===== config.mk =====
export PLATFORM = sky130hd
export DESIGN_NAME = adcm_ctrl
export DESIGN_NICKNAME = d
export VERILOG_FILES = /design/src/rtl/adcm_pkg.sv /design/src/rtl/adcm_tick.sv /design/src/rtl/adcm_shreg.sv /design/src/rtl/adcm_ctrl.sv
export SDC_FILE = /design/constraint.sdc
export NUM_CORES = 1
export LEC_CHECK = 0
export BUFFER_PORTS_ARGS = -buffer_cell sky130_fd_sc_hd__buf_2
export CAP_MARGIN = 30
export CORE_ASPECT_RATIO = 0.75
export CORE_MARGIN = 2
export CORE_UTILIZATION = 50
export DETAILED_ROUTE_END_ITERATION = 8
export GPL_ROUTABILITY_DRIVEN = 0
export GPL_TIMING_DRIVEN = 0
export PLACE_DENSITY = 0.71
export SLEW_MARGIN = 20
export SYNTH_ARGS = -nofsm -noshare
export SYNTH_HDL_FRONTEND = slang
export SYNTH_SLANG_ARGS = --single-unit

===== constraint.sdc =====
create_clock -name clk -period 2.58 [get_ports clk]
set_input_delay 0.258 -clock clk [delete_from_list [all_inputs] [get_ports clk]]
set_output_delay 0.258 -clock clk [all_outputs]
set_load 0.03 [all_outputs]

===== src/rtl/adcm_pkg.sv =====
package adcm_pkg;
  localparam int FRAME_CLKS = 24;
  localparam int LEAD_ZEROS = 5;
  localparam int CODE_W     = 12;
  localparam int CH_W       = 3;
  localparam int TAIL_ZEROS = FRAME_CLKS - LEAD_ZEROS - 2 - CH_W;

  typedef enum logic [2:0] {
    ST_IDLE, ST_LEAD, ST_HIGH, ST_LOW, ST_GUARD
  } adcm_state_t;

  function automatic logic [FRAME_CLKS-1:0] cmd_word(input logic single,
                                                      input logic [CH_W-1:0] ch);
    return {{LEAD_ZEROS{1'b0}}, 1'b1, single, ch, {TAIL_ZEROS{1'b0}}};
  endfunction
endpackage


===== src/rtl/adcm_tick.sv =====
module adcm_tick #(
  parameter int LIMIT = 25
) (
  input  logic clk,
  input  logic rst,
  input  logic en,
  output logic tick
);
  localparam int W = $clog2(LIMIT + 1);
  logic [W-1:0] cnt;

  assign tick = en && (cnt == W'(LIMIT - 1));

  always_ff @(posedge clk) begin
    if (rst || !en)  cnt <= '0;
    else if (tick)   cnt <= '0;
    else             cnt <= cnt + 1'b1;
  end
endmodule


===== src/rtl/adcm_shreg.sv =====
module adcm_shreg #(
  parameter int N = 24
) (
  input  logic         clk,
  input  logic         rst,
  input  logic         load,
  input  logic [N-1:0] load_val,
  input  logic         shift_out,
  input  logic         shift_in,
  input  logic         miso,
  output logic         mosi,
  output logic [N-1:0] rx
);
  logic [N-1:0] tx;

  assign mosi = tx[N-1];

  always_ff @(posedge clk) begin
    if (rst) begin
      tx <= '0;
      rx <= '0;
    end else if (load) begin
      tx <= load_val;
      rx <= '0;
    end else begin
      if (shift_out) tx <= {tx[N-2:0], 1'b0};
      if (shift_in)  rx <= {rx[N-2:0], miso};
    end
  end
endmodule


===== src/rtl/adcm_ctrl.sv =====
module adcm_ctrl
  import adcm_pkg::*;
#(
  parameter int DIV_HALF = 25,
  parameter int CSH_CYC  = 50
) (
  input  logic              clk,
  input  logic              rst,
  input  logic              start,
  input  logic [CH_W-1:0]   chan,
  input  logic              single,
  output logic              sclk,
  output logic              cs_n,
  output logic              mosi,
  input  logic              miso,
  output logic              busy,
  output logic              done,
  output logic [CODE_W-1:0] code,
  output logic              null_err
);
  localparam int BC_W = $clog2(FRAME_CLKS + 1);
  localparam int GC_W = $clog2(CSH_CYC + 1);

  adcm_state_t     st;
  logic [BC_W-1:0] bitcnt;
  logic [GC_W-1:0] gcnt;
  logic            tick, accept, last_low, sh_out, sh_in;
  logic [FRAME_CLKS-1:0] rx;

  assign accept   = (st == ST_IDLE) && start;
  assign last_low = (bitcnt == BC_W'(FRAME_CLKS));
  assign sh_out   = (st == ST_HIGH) && tick;
  assign sh_in    = tick && ((st == ST_LEAD) || ((st == ST_LOW) && !last_low));

  adcm_tick #(.LIMIT(DIV_HALF)) u_tick (
    .clk(clk), .rst(rst),
    .en((st == ST_LEAD) || (st == ST_HIGH) || (st == ST_LOW)),
    .tick(tick)
  );

  adcm_shreg #(.N(FRAME_CLKS)) u_shreg (
    .clk(clk), .rst(rst), .load(accept), .load_val(cmd_word(single, chan)),
    .shift_out(sh_out), .shift_in(sh_in), .miso(miso), .mosi(mosi), .rx(rx)
  );

  always_ff @(posedge clk) begin
    if (rst) begin
      st       <= ST_IDLE;
      sclk     <= 1'b0;
      cs_n     <= 1'b1;
      busy     <= 1'b0;
      done     <= 1'b0;
      code     <= '0;
      null_err <= 1'b0;
      bitcnt   <= '0;
      gcnt     <= '0;
    end else begin
      done <= 1'b0;
      unique case (st)
        ST_IDLE: if (start) begin
          st     <= ST_LEAD;
          cs_n   <= 1'b0;
          busy   <= 1'b1;
          bitcnt <= '0;
        end
        ST_LEAD: if (tick) begin
          st   <= ST_HIGH;
          sclk <= 1'b1;
        end
        ST_HIGH: if (tick) begin
          st     <= ST_LOW;
          sclk   <= 1'b0;
          bitcnt <= bitcnt + 1'b1;
        end
        ST_LOW: if (tick) begin
          if (last_low) begin
            st       <= ST_GUARD;
            cs_n     <= 1'b1;
            done     <= 1'b1;
            code     <= rx[CODE_W-1:0];
            null_err <= rx[CODE_W];
            gcnt     <= '0;
          end else begin
            st   <= ST_HIGH;
            sclk <= 1'b1;
          end
        end
        ST_GUARD: begin
          if (gcnt == GC_W'(CSH_CYC - 1)) begin
            st   <= ST_IDLE;
            busy <= 1'b0;
          end else begin
            gcnt <= gcnt + 1'b1;
          end
        end
        default: st <= ST_IDLE;
      endcase
    end
  end

  AST_SCLK_IDLE_LOW: assert property (@(posedge clk) disable iff (rst)
    cs_n |-> !sclk);
  AST_PULSE_COUNT: assert property (@(posedge clk) disable iff (rst)
    $rose(cs_n) |-> (bitcnt == BC_W'(FRAME_CLKS)));
  AST_MOSI_LOW_ONLY: assert property (@(posedge clk) disable iff (rst)
    !$stable(mosi) |-> !sclk);
  AST_DONE_SINGLE: assert property (@(posedge clk) disable iff (rst)
    done |=> !done);
  AST_DONE_CS_HIGH: assert property (@(posedge clk) disable iff (rst)
    done |-> (cs_n && busy));
  AST_CS_BUSY: assert property (@(posedge clk) disable iff (rst)
    !cs_n |-> busy);
  AST_START_IGNORED: assert property (@(posedge clk) disable iff (rst)
    (busy && start) |=> !$fell(cs_n));
endmodule


======== Word-level counts from Yosys, hierarchy flattened ========
Cells that the tools add are included.
Widths: inputs -> output; s select.
word-level totals
  register bits ........................... 59
  ROM bits ................................ 0
  latch bits .............................. 0
  output and inout port bits .............. 18
  memory bits (writable) .................. 0
  memories ................................ 0
cells by class
  mux-type cells .......................... 29
  bitwise logic cells ..................... 2
  $lt $le $gt $ge ......................... 0
  shifts and indexed selects .............. 0
  multipliers ............................. 0
  div/mod/pow operators ................... 0
  reduce and logical (&&, ||, !) cells .... 28
  equality and inequality tests ........... 15
  $add $sub $neg .......................... 3
operator list
  operator             count
  $mux 19              2
  $mux 3               6
  $mux 6               3
  $ne 2x2->1 const B   8
  $pmux 3 s5           1
  $pmux 6 s2           1
  $add 5x1->5 const B  2
  $eq 5x5->1 const B   2
  $mux 1               10
  $mux 5               2
  $pmux 5 s2           1
  $reduce_and 5->1     2
  $reduce_bool 2->1    5
  $reduce_and 3->1     3
  $reduce_and 4->1     2
  $add 6x1->6 const B  1
  $eq 3x2->1 const B   2
  $eq 6x6->1 const B   1
  $logic_and 1x1->1    5
  $logic_or 1x1->1     4
  $pmux 1 s2           2
  $reduce_or 2->1      2
  $eq 3x1->1 const B   1
  $eq 3x3->1 const B   1
  6 further kinds      8

======== Depth between registers and ports, before layout ========
Gate-level depths: netlist (run 1).
  depth after elaboration ................. 7
  depth in mapped cells ................... 8
  mapped depth without buffers ............ 6

======== Cells and area by module ========
From an unflattened synthesis (run 1), not the netlist that was laid out.
second synthesis, totals
  cells, all modules ...................... 381
  area total of the unflattened synthesis .. 3739.8 um^2
modules (own cells, without submodules)
  module      cells an instance  instances  sequential area each (um^2)  area each (um^2)
  adcm_shreg  186                1          960.9                        2052.0
  adcm_ctrl   172                1          620.6                        1467.7
  adcm_tick   23                 1          100.1                        220.2

======== Worst setup path before layout (run 1) ========
No wires, ideal clock.
  kind .................................... reg-to-reg
  start point ............................. reg bitcnt[0]
  end point ............................... reg u_shreg.rx[1]
  data required time ...................... 2.461 ns
  period minus slack after synthesis ...... 1.787 ns
  setup time .............................. 0.119 ns
  slack ................................... 0.793 ns
  arrival ................................. 1.668 ns
  cell stages (with the launch flop) ...... 9
  cells stage by stage .................... dfxtp_1 > inv_1 > ha_1 > and4b_1 > buf_6 > a211oi_4 > buf_6 > mux2i_1 > nor2_2
between the ends
  word-level cells in the longest chain between the ends .. 5
RTL lines
  item                    line              source
  from (decl)             adcm_ctrl.sv:25   logic [BC_W-1:0] bitcnt;
  from (signal assigned)  adcm_ctrl.sv:73   bitcnt <= bitcnt + 1'b1;
  $eq 5x5->1              adcm_ctrl.sv:31   assign last_low = (bitcnt == BC_W'(FRAME_CLKS));
  $logic_not 1->1         adcm_ctrl.sv:33   assign sh_in = tick && ((st == ST_LEAD) || ((st == ST_LOW) && !last_low));
  $logic_and 1x1->1       adcm_ctrl.sv:33
  $logic_or 1x1->1        adcm_ctrl.sv:33
  $logic_and 1x1->1       adcm_ctrl.sv:33
  to (signal assigned)    adcm_shreg.sv:27  if (shift_in) rx <= {rx[N-2:0], miso};
  to (decl)               adcm_shreg.sv:12  output logic [N-1:0] rx
Every way passes these cells.
A chain may end at the register's enable or synchronous reset.

======== Final worst setup path (run 1) ========
  start point ............................. reg bitcnt[0]
  end point ............................... reg u_shreg.rx[3]
The elaborated chain is that of the path after synthesis.

==> results_tabular.tex, run 1 <==
\begin{tabular}{lr}
\hline
Metric & Value \\
\hline
\multicolumn{2}{l}{\textbf{Run status}} \\
\quad Outcome & finished, final reports clean \\
\multicolumn{2}{l}{\textbf{STA}} \\
\quad Clock period minus final worst setup slack & 1.96 ns \\
\quad Setup Skew & 0.00640 ns \\
\quad Number of pins with negative max-slew slack in the final report & 0 \\
\quad Final number of hold-violating endpoints & 0 \\
\quad Final setup TNS & 0 ns \\
\quad F\_max & 511 MHz \\
\quad Slew at the pin closest to its max-slew limit & 0.737 ns \\
\quad Setup repair after global routing missed its margin & false \\
\quad Period utilisation layout & 0.758 \\
\quad Slew Limit Headroom & 0.507 \\
\quad Final setup violation count & 0 \\
\multicolumn{2}{l}{\textbf{Synthesis}} \\
\quad Top FF cell, synth & sky130\_fd\_sc\_hd\_\_dfxtp\_1 \\
\quad Number of register bits inferred by synthesis & 59 \\
\quad Number of enable-type register cells in the synthesized netlist & 0 \\
\quad Distinct cells, synth & 46 \\
\quad Warning count from the yosys run & 0 \\
\quad Share of flip-flops with an asynchronous set or reset & 0 \\
\quad Netlist Area Pre-Place & 0.00246 sq mm \\
\quad Synthesized instance count & 244 \\
\quad Syn nets & 258 \\
\quad Post-synthesis average cell area & 10.1 sq um \\
\quad Sequential cell area fraction in the yosys report & 0.479 \\
\multicolumn{2}{l}{\textbf{Global route}} \\
\quad Leftover overflow at the end of global routing & 0 \\
\quad Aggregate global-route resource usage & 0.185 \\
\quad Number of antenna violations at the first check in global routing & 0 \\
\quad Maximum number of pins on one net before global-route repair & 11 \\
\quad First-pass GRT wire length & 7800 microns \\
\quad Number of global-route vias before repair & 1665 \\
\multicolumn{2}{l}{\textbf{Routing}} \\
\quad Routed vias & 1854 \\
\quad Total routed wirelength & 4580 microns \\
\quad First-pass iteration count of the detailed router & 5 \\
\quad Antenna-violating nets left & 0 \\
\quad Vias per cell & 5.39 \\
\quad Avg WL per Cell & 13.3 microns \\
\quad Number of remaining DRC errors & 0 \\
\quad DRC violation total after the first TritonRoute iteration & 89 \\
\multicolumn{2}{l}{\textbf{Layout}} \\
\quad Share of final-layout standard cells stronger than drive strength 1 & 0.239 \\
\quad Most used cells in the layout excluding fill and tap cells & sky130\_fd\_sc\_hd\_\_dfxtp\_1, sky130\_fd\_sc\_hd\_\_buf\_2, sky130\_fd\_sc\_hd\_\_mux2i\_1 \\
\quad NumNets Final & 293 \\
\quad Final antenna diode count & 0 \\
\quad Area delta synth->final & 17.2\% \\
\quad Commonest non-fill, non-tap cell in the layout & sky130\_fd\_sc\_hd\_\_dfxtp\_1 \\
\quad Final Cell Area & 0.00289 sq mm \\
\multicolumn{2}{l}{\textbf{Setup path}} \\
\quad Endpoint required time on the critical path & 2.80 ns \\
\quad Dominant delay contributor by cell family on the critical path & buffers and inverters \\
\quad Critical path cell sequence & inv\_1 -> ha\_1 -> and4b\_1 -> buf\_6 -> a211oi\_4 -> buf\_6 -> mux2i\_1 -> nor2\_2 \\
\quad Arrival time at the worst endpoint & 2.18 ns \\
\quad Crit Path Category & flop to flop \\
\quad Kind of capture point of the worst setup path & flop \\
\quad CP most frequent cell & sky130\_fd\_sc\_hd\_\_buf\_6 \\
\quad Cell type of the slowest stage on the worst timing path & sky130\_fd\_sc\_hd\_\_a211oi\_4 \\
\quad CP Launch Type & flop \\
\quad Max Fanout on Critical Path & 10 \\
\quad Crit path buffers/inverters & 3 \\
\quad Largest stage delay on the critical path & 0.38 ns \\
\multicolumn{2}{l}{\textbf{Pwr}} \\
\quad Leak Pwr & 1.11 nW \\
\quad Clk pwr share & 0.485 \\
\quad Combinational fraction of design power & 0.040 \\
\quad Sequential cell fraction of total power & 0.475 \\
\quad Total chip power & 1.95 mW \\
\quad Power density over the cells & 676 mW/mm\^{}2 \\
\quad Share of total power consumed by net switching & 0.210 \\
\quad Switching pwr & 0.410 mW \\
\quad Cell-internal power & 1.54 mW \\
\quad Worst supply voltage drop on vdd & 437 uV \\
\multicolumn{2}{l}{\textbf{Clock tree}} \\
\quad Clock insertion delay at the later pin of the skew report & 0.34 ns \\
\quad Number of resized instances in the post-cts repair step & 0 \\
\quad CTS tree & built \\
\quad Hold-fix buffer count after cts & 0 \\
\quad Clock transition at the registers of the reported paths & 0.07 ns \\
\quad Clock H-tree levels & 3 \\
\quad CTS Root Cell & sky130\_fd\_sc\_hd\_\_clkbuf\_8 \\
\quad Buffers inserted by post-CTS timing repair & 0 \\
\quad Sinks on Clock Net & 59 \\
\quad Number of buffers inserted during clock tree synthesis & 9 \\
\quad Buffer depth of the longest clock path & 2 \\
\multicolumn{2}{l}{\textbf{Min path}} \\
\quad Worst hold-check path type & input pin to flop \\
\multicolumn{2}{l}{\textbf{Die}} \\
\quad Total core area & 0.00482 sq mm \\
\quad Die footprint & 0.00551 sq mm \\
\quad Chip Width & 85.1 microns \\
\quad Row count & 22 \\
\quad Total I/O pin count & 26 \\
\quad Height of the die & 64.8 microns \\
\quad Starting density of the core & 0.512 \\
\multicolumn{2}{l}{\textbf{Run}} \\
\quad Number of violations of the max-capacitance limit & 0 \\
\multicolumn{2}{l}{\textbf{Placed design}} \\
\quad DP Wirelength & 3200 microns \\
\quad Count of input and output buffers & 24 \\
\quad Area after DPL & 0.00266 sq mm \\
\hline
\end{tabular}
## worst min-delay path, cell delays in order
cell and delay [ns]:
sky130_fd_sc_hd__buf_2 0.09, sky130_fd_sc_hd__nand2_1 0.04, sky130_fd_sc_hd__a21oi_1 0.05
## logic make-up (layout without fill, tap and decap cells)
logic type               count (synthesis)  after routing  share of synthesized area
AND/OR/NAND/NOR                         69             69                      0.164
AO/OA/AOI/OAI                           60             60                      0.172
buffers and inverters                   25             65                     0.0523
adder cells (fa/ha/maj)                  6              6                     0.0305
flip-flops                              59             59                      0.479
XOR/XNOR                                 3              3                     0.0107
multiplexers                            22             22                     0.0909
## through the flow
step	util	std cells	hold WS [ns]	setup slack (ns)
3_5_place_dp	0.552	328	0.456	0.634
4_1_cts	0.599	344	0.141	0.615
6_report	0.599	344	0.161	0.624
3_3_place_gp	0.552	328	0.445	0.650
5_1_grt	0.599	344	0.151	0.488
2_1_floorplan	-	244	0.394	0.793
## flip-flops by register name (all words and copies together), names as in the netlist, 3 cells and up
| name | count |
|---|---|
| u_shreg.rx | 13 |
| code | 12 |
| u_shreg.tx | 10 |
| gcnt | 6 |
| bitcnt | 5 |
| u_tick.cnt | 5 |
| st | 3 |
## layout make-up
class | count | area [sq um]
multi-input cells | 160 | 1150
plain buffers | 17 | 98.8
inverters | 8 | 30.0
fillers | 422 | 1930
clock buffers | 12 | 155
clock inverters | 4 | 72.6
repair buffers | 24 | 120
well taps | 60 | 75.1
flip-flops and latches | 59 | 1180
## power by group through the flow
stage	Clock, mW	Sequential, mW	Combinational [mW]
finish	0.947	0.926	0.0781
global route	1.02	0.927	0.0879
CTS	0.973	0.926	0.0792
detailed placement	0	0.947	0.0788
global placement	0	0.947	0.0775
floorplan	0	0.951	0.0505
## Yosys cell counts, types with 3 or more instances
cell type | instances | area (sq um)
sky130_fd_sc_hd__o21ai_0 | 7 | 35.0
sky130_fd_sc_hd__a22o_1 | 13 | 114
sky130_fd_sc_hd__nand2_1 | 7 | 26.3
sky130_fd_sc_hd__inv_1 | 8 | 30.0
sky130_fd_sc_hd__o31ai_1 | 5 | 37.5
sky130_fd_sc_hd__nand2b_1 | 4 | 25.0
sky130_fd_sc_hd__buf_2 | 7 | 35.0
sky130_fd_sc_hd__clkbuf_1 | 6 | 22.5
sky130_fd_sc_hd__a22oi_1 | 3 | 22.5
sky130_fd_sc_hd__buf_6 | 3 | 33.8
sky130_fd_sc_hd__mux2i_1 | 21 | 210
sky130_fd_sc_hd__a21oi_1 | 19 | 95.1
sky130_fd_sc_hd__nand3_1 | 7 | 35.0
sky130_fd_sc_hd__ha_1 | 6 | 75.1
sky130_fd_sc_hd__nor2_2 | 11 | 68.8
sky130_fd_sc_hd__nor2_1 | 17 | 63.8
sky130_fd_sc_hd__dfxtp_1 | 59 | 1180
sky130_fd_sc_hd__or4_1 | 4 | 30.0
## path summary, 6_finish.rpt
path	cells after the start	slack, ns	start	endpoint
max	8	0.62	bitcnt[0]	u_shreg.rx[3]
max reg2reg	8	0.62	bitcnt[0]	u_shreg.rx[3]
min	3	0.16	chan[0]	u_shreg.tx[14]
min reg2reg	1	0.46	u_tick.cnt[0]	u_tick.cnt[0]
## per-layer routing
metal  vias up  share of wire  GRT usage
met3         6          0.039     0.0917
met4         0         0.0081     0.0655
met2        24           0.44      0.253
li1        946              -          -
met1       878           0.51      0.249
met5         -              0          0
Power figures use the tool's default switching activity.
==> run 2, diff against run 1 <==
Clock period 2.58 ns to 1.95 ns, I/O delays scaled along.
==> run 2 against run 1 <==
Against the previous run:
- routed wire length is 1.4% higher
- sequential cell count is the same
- final area up 1.5%
- clock power grew 33%
- critical path type unchanged
- total power up 33%
- largest cell class unchanged
- fmax rose by 8.0%
- die area unchanged
- non-clock buffer count up 1
- clock-buffer cell count did not move
- via count grew 0.92%
- utilization grew 0.88 points
- first-iteration DRC count rose by 2.2%
==> results_tabular.tex, run 2 (same netlist as run 1, synthesis figures left out) <==
\begin{tabular}{lr}
\hline
Metric & Value \\
\hline
\multicolumn{2}{l}{\textbf{Routing}} \\
\quad Number of remaining DRC errors & 0 (unchanged) \\
\quad DRC violation total after the first TritonRoute iteration & 91 (was 89) \\
\quad Vias per cell & 5.42 (was 5.39) \\
\quad Antenna-violating nets left & 0 (unchanged) \\
\quad Routed vias & 1871 (was 1854) \\
\quad Total routed wirelength & 4640 microns (was 4580 microns) \\
\quad First-pass iteration count of the detailed router & 4 (was 5) \\
\quad Avg WL per Cell & 13.5 microns (was 13.3 microns) \\
\multicolumn{2}{l}{\textbf{Min path}} \\
\quad Worst hold-check path type & input pin to flop (unchanged) \\
\multicolumn{2}{l}{\textbf{STA}} \\
\quad Setup Skew & 0.00683 ns (was 0.00640 ns) \\
\quad Setup repair after global routing missed its margin & false (unchanged) \\
\quad Post-Route Hold Slack & 0.0944 ns (was 0.161 ns) \\
\quad Final number of hold-violating endpoints & 0 (unchanged) \\
\quad Final setup TNS & 0 ns (unchanged) \\
\quad Slew at the pin closest to its max-slew limit & 0.511 ns (was 0.737 ns) \\
\quad Clock period minus final worst setup slack & 1.81 ns (was 1.96 ns) \\
\quad Number of pins with negative max-slew slack in the final report & 0 (unchanged) \\
\quad Period utilisation layout & 0.929 (was 0.758) \\
\quad F\_max & 552 MHz (was 511 MHz) \\
\quad Final setup violation count & 0 (unchanged) \\
\quad Slew Limit Headroom & 0.658 (was 0.507) \\
\multicolumn{2}{l}{\textbf{Run status}} \\
\quad Outcome & finished, final reports clean (unchanged) \\
\multicolumn{2}{l}{\textbf{Layout}} \\
\quad Final cell count without fillers & 345 (was 344) \\
\quad Total of fill cells in the finished design & 411 (was 422) \\
\quad Final antenna diode count & 0 (unchanged) \\
\quad Area delta synth->final & 18.9\% (was 17.2\%) \\
\quad Commonest non-fill, non-tap cell in the layout & sky130\_fd\_sc\_hd\_\_dfxtp\_1 (unchanged) \\
\quad Register name with the most flops & u\_shreg.rx (unchanged) \\
\quad Max reg flops & 13 (unchanged) \\
\quad Share of final-layout standard cells stronger than drive strength 1 & 0.249 (was 0.239) \\
\quad NumNets Final & 294 (was 293) \\
\quad Regs by FF count & u\_shreg.rx (13), code (12), u\_shreg.tx (10) (unchanged) \\
\quad Most used cells in the layout excluding fill and tap cells & sky130\_fd\_sc\_hd\_\_dfxtp\_1, sky130\_fd\_sc\_hd\_\_buf\_2, sky130\_fd\_sc\_hd\_\_mux2i\_1 (unchanged) \\
\multicolumn{2}{l}{\textbf{Pwr}} \\
\quad Total chip power & 2.59 mW (was 1.95 mW) \\
\quad Worst supply voltage drop on vdd & 579 uV (was 437 uV) \\
\quad Power density over the cells & 884 mW/mm\^{}2 (was 676 mW/mm\^{}2) \\
\quad Leak Pwr & 1.12 nW (was 1.11 nW) \\
\multicolumn{2}{l}{\textbf{Placed design}} \\
\quad DP Wirelength & 3200 microns (unchanged) \\
\quad Count of input and output buffers & 24 (unchanged) \\
\quad Placed Instances & 328 (unchanged) \\
\multicolumn{2}{l}{\textbf{Global route}} \\
\quad Leftover overflow at the end of global routing & 0 (unchanged) \\
\quad Maximum number of pins on one net before global-route repair & 11 (unchanged) \\
\quad Number of global-route vias before repair & 1665 (unchanged) \\
\quad Number of antenna violations at the first check in global routing & 0 (unchanged) \\
\quad First-pass GRT wire length & 7800 microns (unchanged) \\
\quad Aggregate global-route resource usage & 0.185 (unchanged) \\
\multicolumn{2}{l}{\textbf{Die}} \\
\quad Starting density of the core & 0.512 (unchanged) \\
\quad Die footprint & 0.00551 sq mm (unchanged) \\
\quad Total core area & 0.00482 sq mm (unchanged) \\
\quad Row count & 22 (unchanged) \\
\quad Height of the die & 64.8 microns (unchanged) \\
\quad Total I/O pin count & 26 (unchanged) \\
\quad Chip Width & 85.1 microns (unchanged) \\
\multicolumn{2}{l}{\textbf{Setup path}} \\
\quad Largest stage delay on the critical path & 0.33 ns (was 0.38 ns) \\
\quad Critical path cell sequence & inv\_1 -> ha\_1 -> and4b\_1 -> buf\_4 -> nand4\_4 -> nor2\_2 -> buf\_2 -> a22o\_1 (was inv\_1 -> ha\_1 -> and4b\_1 -> buf\_6 -> a211oi\_4 -> buf\_6 -> mux2i\_1 -> nor2\_2) \\
\quad Dominant delay contributor by cell family on the critical path & simple AND/OR/NAND/NOR gates (was buffers and inverters) \\
\quad Crit Path Category & flop to flop (unchanged) \\
\quad Cell type of the slowest stage on the worst timing path & sky130\_fd\_sc\_hd\_\_dfxtp\_1 (was sky130\_fd\_sc\_hd\_\_a211oi\_4) \\
\quad Endpoint required time on the critical path & 2.23 ns (was 2.80 ns) \\
\quad Crit path buffers/inverters & 3 (unchanged) \\
\quad Arrival time at the worst endpoint & 2.09 ns (was 2.18 ns) \\
\quad Max Fanout on Critical Path & 10 (unchanged) \\
\quad CP Launch Type & flop (unchanged) \\
\quad Kind of capture point of the worst setup path & flop (unchanged) \\
\multicolumn{2}{l}{\textbf{Clock tree}} \\
\quad Number of buffers inserted during clock tree synthesis & 9 (unchanged) \\
\quad Clock H-tree levels & 3 (unchanged) \\
\quad CTS Root Cell & sky130\_fd\_sc\_hd\_\_clkbuf\_8 (unchanged) \\
\quad Buffer depth of the longest clock path & 2 (unchanged) \\
\quad Sinks on Clock Net & 59 (unchanged) \\
\quad CTS tree & built (unchanged) \\
\quad Clock insertion delay at the later pin of the skew report & 0.34 ns (about the same) \\
\quad Clock transition at the registers of the reported paths & 0.06 ns (was 0.07 ns) \\
\multicolumn{2}{l}{\textbf{Run}} \\
\quad Number of violations of the max-capacitance limit & 0 (unchanged) \\
\hline
\end{tabular}
-- run 2: cell types whose count changed in the layout (fill, tap and decap cells not counted) --
cell                       change
sky130_fd_sc_hd__buf_2         -4
sky130_fd_sc_hd__buf_4         +2
sky130_fd_sc_hd__clkbuf_1      -1
sky130_fd_sc_hd__clkbuf_2      +1
sky130_fd_sc_hd__clkbuf_4      +3
sky130_fd_sc_hd__mux2i_2       -1
sky130_fd_sc_hd__mux2i_4       +1
sky130_fd_sc_hd__nor4_1        -1
sky130_fd_sc_hd__nor4_2        +1
sky130_fd_sc_hd__nor4b_2       -1
sky130_fd_sc_hd__nor4b_4       +1
-- run 2: final timing paths --
path | from | end | slack [ns] | depth (start not counted)
max | u_tick.cnt[0] | code[2] | 0.14 | 8
min | chan[0] | u_shreg.tx[14] | 0.09 | 3
max reg2reg | u_tick.cnt[0] | code[2] | 0.14 | 8
min reg2reg | u_tick.cnt[0] | u_tick.cnt[0] | 0.46 | 1
-- run 2: area by class of cell --
cell class	count	area [sq um]	area share
flip-flops and latches	59	1180	0.403
repair buffers	25	128	0.0436
plain buffers	17	110	0.0376
clock buffers	12	155	0.0529
inverters	8	30.0	0.0102
multi-input cells	160	1180	0.402
well taps	60	75.1	0.0256
clock inverters	4	72.6	0.0248
-- run 2: worst min-delay path: stages --
cell and delay (ns):
sky130_fd_sc_hd__buf_2 0.09, sky130_fd_sc_hd__nand2_1 0.04, sky130_fd_sc_hd__a21oi_1 0.05
-- run 2: repair_timing --
action,4_1_cts,5_1_grt
buffers inserted,0,1
endpoints found under the setup margin,7,26
endpoints found under the hold margin,0,0
pin swaps,1,1
gates resized for setup,0,10
hold buffers,0,0
-- run 2: metal layers --
layer,global-route usage,wire [microns]
met5,0,0
met2,0.253,2040
met1,0.249,2390
met4,0.0655,54
met3,0.0917,150
-- run 2: stage by stage --
step	worst slack (ns)	area (sq um)	util
after floorplan	0.163	2460	-
after global placement	0.0204	2660	0.552
after detailed placement	0.00413	2660	0.552
after CTS	0.0106	2890	0.599
after global routing	0.000460	2930	0.608
final	0.139	2930	0.608
-- run 2: power breakdown --
part	leakage [nW]	switching [mW]	internal [mW]
Combinational	0.533	0.0703	0.0382
Sequential	0.477	0.00816	1.22
Clock	0.113	0.470	0.787
Total	1.12	0.548	2.04
==> run 3, diff against run 2 <==
Settings changed: RECOVER_POWER set to 50.
==> run 3 against run 2 <==
Against the previous run:
- fmax down 0.42%
- critical path type unchanged
- sequential cell count unchanged
- routed wire length unchanged
==> results_tabular.tex, run 3 (same netlist as run 1, synthesis figures left out) <==
\begin{tabular}{lr}
\hline
Metric & Value \\
\hline
\multicolumn{2}{l}{\textbf{Run status}} \\
\quad Outcome & finished, final reports clean (unchanged) \\
\multicolumn{2}{l}{\textbf{STA}} \\
\quad Final number of hold-violating endpoints & 0 (unchanged) \\
\quad Slew Limit Headroom & 0.669 (was 0.658) \\
\quad Slack of the critical path & 0.131 ns (was 0.139 ns) \\
\quad Clock period minus final worst setup slack & 1.82 ns (was 1.81 ns) \\
\quad Period utilisation layout & 0.933 (was 0.929) \\
\quad Final setup TNS & 0 ns (unchanged) \\
\quad Final setup violation count & 0 (unchanged) \\
\quad Post-Route Hold Slack & 0.0946 ns (was 0.0944 ns) \\
\quad Number of pins with negative max-slew slack in the final report & 0 (unchanged) \\
\quad F\_max & 550 MHz (was 552 MHz) \\
\quad Setup Skew & 0.00612 ns (was 0.00683 ns) \\
\quad Slew at the pin closest to its max-slew limit & 0.495 ns (was 0.511 ns) \\
\quad Setup repair after global routing missed its margin & false (unchanged) \\
\multicolumn{2}{l}{\textbf{Clock tree}} \\
\quad Clock transition at the registers of the reported paths & 0.06 ns (about the same) \\
\quad CTS tree & built (unchanged) \\
\quad CTS Root Cell & sky130\_fd\_sc\_hd\_\_clkbuf\_8 (unchanged) \\
\quad Sinks on Clock Net & 59 (unchanged) \\
\quad Clock insertion delay at the later pin of the skew report & 0.34 ns (about the same) \\
\quad Buffer depth of the longest clock path & 2 (unchanged) \\
\quad Clock H-tree levels & 3 (unchanged) \\
\quad Number of buffers inserted during clock tree synthesis & 9 (unchanged) \\
\multicolumn{2}{l}{\textbf{Layout}} \\
\quad Multi-input combinational cell area & 0.00118 sq mm (unchanged) \\
\quad Share of final-layout standard cells stronger than drive strength 1 & 0.182 (was 0.249) \\
\quad Most used cells in the layout excluding fill and tap cells & sky130\_fd\_sc\_hd\_\_dfxtp\_1, sky130\_fd\_sc\_hd\_\_clkbuf\_1, sky130\_fd\_sc\_hd\_\_mux2i\_1 (was sky130\_fd\_sc\_hd\_\_dfxtp\_1, sky130\_fd\_sc\_hd\_\_buf\_2, sky130\_fd\_sc\_hd\_\_mux2i\_1) \\
\quad Final Cell Area & 0.00291 sq mm (was 0.00293 sq mm) \\
\quad Utilization after layout & 0.603 (was 0.608) \\
\quad Register name with the most flops & u\_shreg.rx (unchanged) \\
\quad NumNets Final & 294 (unchanged) \\
\quad Area delta synth->final & 17.9\% (was 18.9\%) \\
\quad Regs by FF count & u\_shreg.rx (13), code (12), u\_shreg.tx (10) (unchanged) \\
\quad Register cell area after layout & 0.00118 sq mm (unchanged) \\
\quad Commonest non-fill, non-tap cell in the layout & sky130\_fd\_sc\_hd\_\_dfxtp\_1 (unchanged) \\
\quad Max reg flops & 13 (unchanged) \\
\quad Total of fill cells in the finished design & 422 (was 411) \\
\quad Final antenna diode count & 0 (unchanged) \\
\multicolumn{2}{l}{\textbf{Die}} \\
\quad Die footprint & 0.00551 sq mm (unchanged) \\
\quad Row count & 22 (unchanged) \\
\quad Total core area & 0.00482 sq mm (unchanged) \\
\quad Chip Width & 85.1 microns (unchanged) \\
\quad Height of the die & 64.8 microns (unchanged) \\
\quad Starting density of the core & 0.512 (unchanged) \\
\quad Total I/O pin count & 26 (unchanged) \\
\multicolumn{2}{l}{\textbf{Placed design}} \\
\quad Count of input and output buffers & 24 (unchanged) \\
\quad Area after DPL & 0.00266 sq mm (unchanged) \\
\quad Setup slack after placement & 0.00413 ns (unchanged) \\
\quad DP Wirelength & 3200 microns (unchanged) \\
\multicolumn{2}{l}{\textbf{Setup path}} \\
\quad CP Launch Type & flop (unchanged) \\
\quad Kind of capture point of the worst setup path & flop (unchanged) \\
\quad Crit Path Category & flop to flop (unchanged) \\
\quad Arrival time at the worst endpoint & 2.10 ns (was 2.09 ns) \\
\quad Largest stage delay on the critical path & 0.33 ns (about the same) \\
\quad Dominant delay contributor by cell family on the critical path & simple AND/OR/NAND/NOR gates (unchanged) \\
\quad Max Fanout on Critical Path & 10 (unchanged) \\
\quad Critical path cell sequence & inv\_1 -> ha\_1 -> and4b\_1 -> buf\_4 -> nand4\_4 -> nor2\_2 -> buf\_2 -> a22o\_1 (unchanged) \\
\quad Crit path buffers/inverters & 3 (unchanged) \\
\quad Cell count along the critical path & 8 (unchanged) \\
\quad Endpoint required time on the critical path & 2.23 ns (about the same) \\
\quad Cell depth of the worst flop-to-flop path & 8 (unchanged) \\
\quad Cell type of the slowest stage on the worst timing path & sky130\_fd\_sc\_hd\_\_dfxtp\_1 (unchanged) \\
\multicolumn{2}{l}{\textbf{Routing}} \\
\quad Total routed wirelength & 4640 microns (unchanged) \\
\quad Number of remaining DRC errors & 0 (unchanged) \\
\quad Avg WL per Cell & 13.5 microns (unchanged) \\
\quad Vias per cell & 5.39 (was 5.42) \\
\quad Antenna-violating nets left & 0 (unchanged) \\
\quad First-pass iteration count of the detailed router & 4 (unchanged) \\
\quad Routed vias & 1859 (was 1871) \\
\quad DRC violation total after the first TritonRoute iteration & 92 (was 91) \\
\multicolumn{2}{l}{\textbf{Pwr}} \\
\quad Leak Pwr & 1.04 nW (was 1.12 nW) \\
\quad Worst supply voltage drop on vdd & 579 uV (about the same) \\
\quad Power density over the cells & 891 mW/mm\^{}2 (was 884 mW/mm\^{}2) \\
\multicolumn{2}{l}{\textbf{Run}} \\
\quad Number of violations of the max-capacitance limit & 0 (unchanged) \\
\multicolumn{2}{l}{\textbf{Global route}} \\
\quad Aggregate global-route resource usage & 0.185 (unchanged) \\
\quad Number of antenna violations at the first check in global routing & 0 (unchanged) \\
\quad Maximum number of pins on one net before global-route repair & 11 (unchanged) \\
\quad Number of global-route vias before repair & 1665 (unchanged) \\
\quad Leftover overflow at the end of global routing & 0 (unchanged) \\
\quad First-pass GRT wire length & 7800 microns (unchanged) \\
\multicolumn{2}{l}{\textbf{Min path}} \\
\quad Worst hold-check path type & input pin to flop (unchanged) \\
\quad Number of cells on the worst hold path & 3 (unchanged) \\
\hline
\end{tabular}
run 3: cell count changes in the layout (fill, tap and decap cells not counted), sizes merged:
| cell | change |
|---|---|
| buf | -18 |
| clkbuf | +18 |
run 3: area by class of cell:
cell class,count,area share
buffer,17,0.0375
clock buffer,12,0.0534
clock inverter,4,0.0250
inverter,8,0.0103
multi-input combinational,160,0.406
sequential,59,0.406
tap,60,0.0258
timing repair buffer,25,0.0362
run 3: worst paths after layout:
kind,start,to,slack [ns]
setup / recovery,u_tick.cnt[0],code[2],0.13
hold / removal,chan[0],u_shreg.tx[14],0.09
setup reg to reg,u_tick.cnt[0],code[2],0.13
hold reg to reg,u_tick.cnt[0],u_tick.cnt[0],0.46
run 3: routing by layer:
layer / GRT usage / vias to the layer above / wire, microns
met2: 0.253 / 22 / 2000
met5: 0 / - / 0
met1: 0.249 / 881 / 2400
met4: 0.0655 / 0 / 53
li1: - / 949 / -
met3: 0.0917 / 7 / 186
run 3: worst min-delay path, stage by stage:
cell                      delay [ns]
sky130_fd_sc_hd__buf_2          0.09
sky130_fd_sc_hd__nand2_1        0.04
sky130_fd_sc_hd__a21oi_1        0.05
run 3: report_power, final:
part           total, mW  leakage [nW]  internal, mW  switching (mW)
combinational      0.107         0.454        0.0368          0.0707
clock               1.26         0.113         0.787           0.468
sequential          1.23         0.477          1.22         0.00827
run 3: timing repair:
| item | CTS | global route |
|---|---|---|
| endpoints found under the setup margin | 7 | 26 |
| pin swaps | 1 | 1 |
| resized for setup | 0 | 10 |
| setup buffers | 0 | 1 |
| hold buffers | 0 | 0 |
run 3: through the flow:
step / instances / total power [mW]
2_1_floorplan: 244 / 1.33
3_3_place_gp: 328 / 1.35
3_5_place_dp: 328 / 1.36
4_1_cts: 344 / 2.62
5_1_grt: 345 / 2.70
6_report: 345 / 2.59
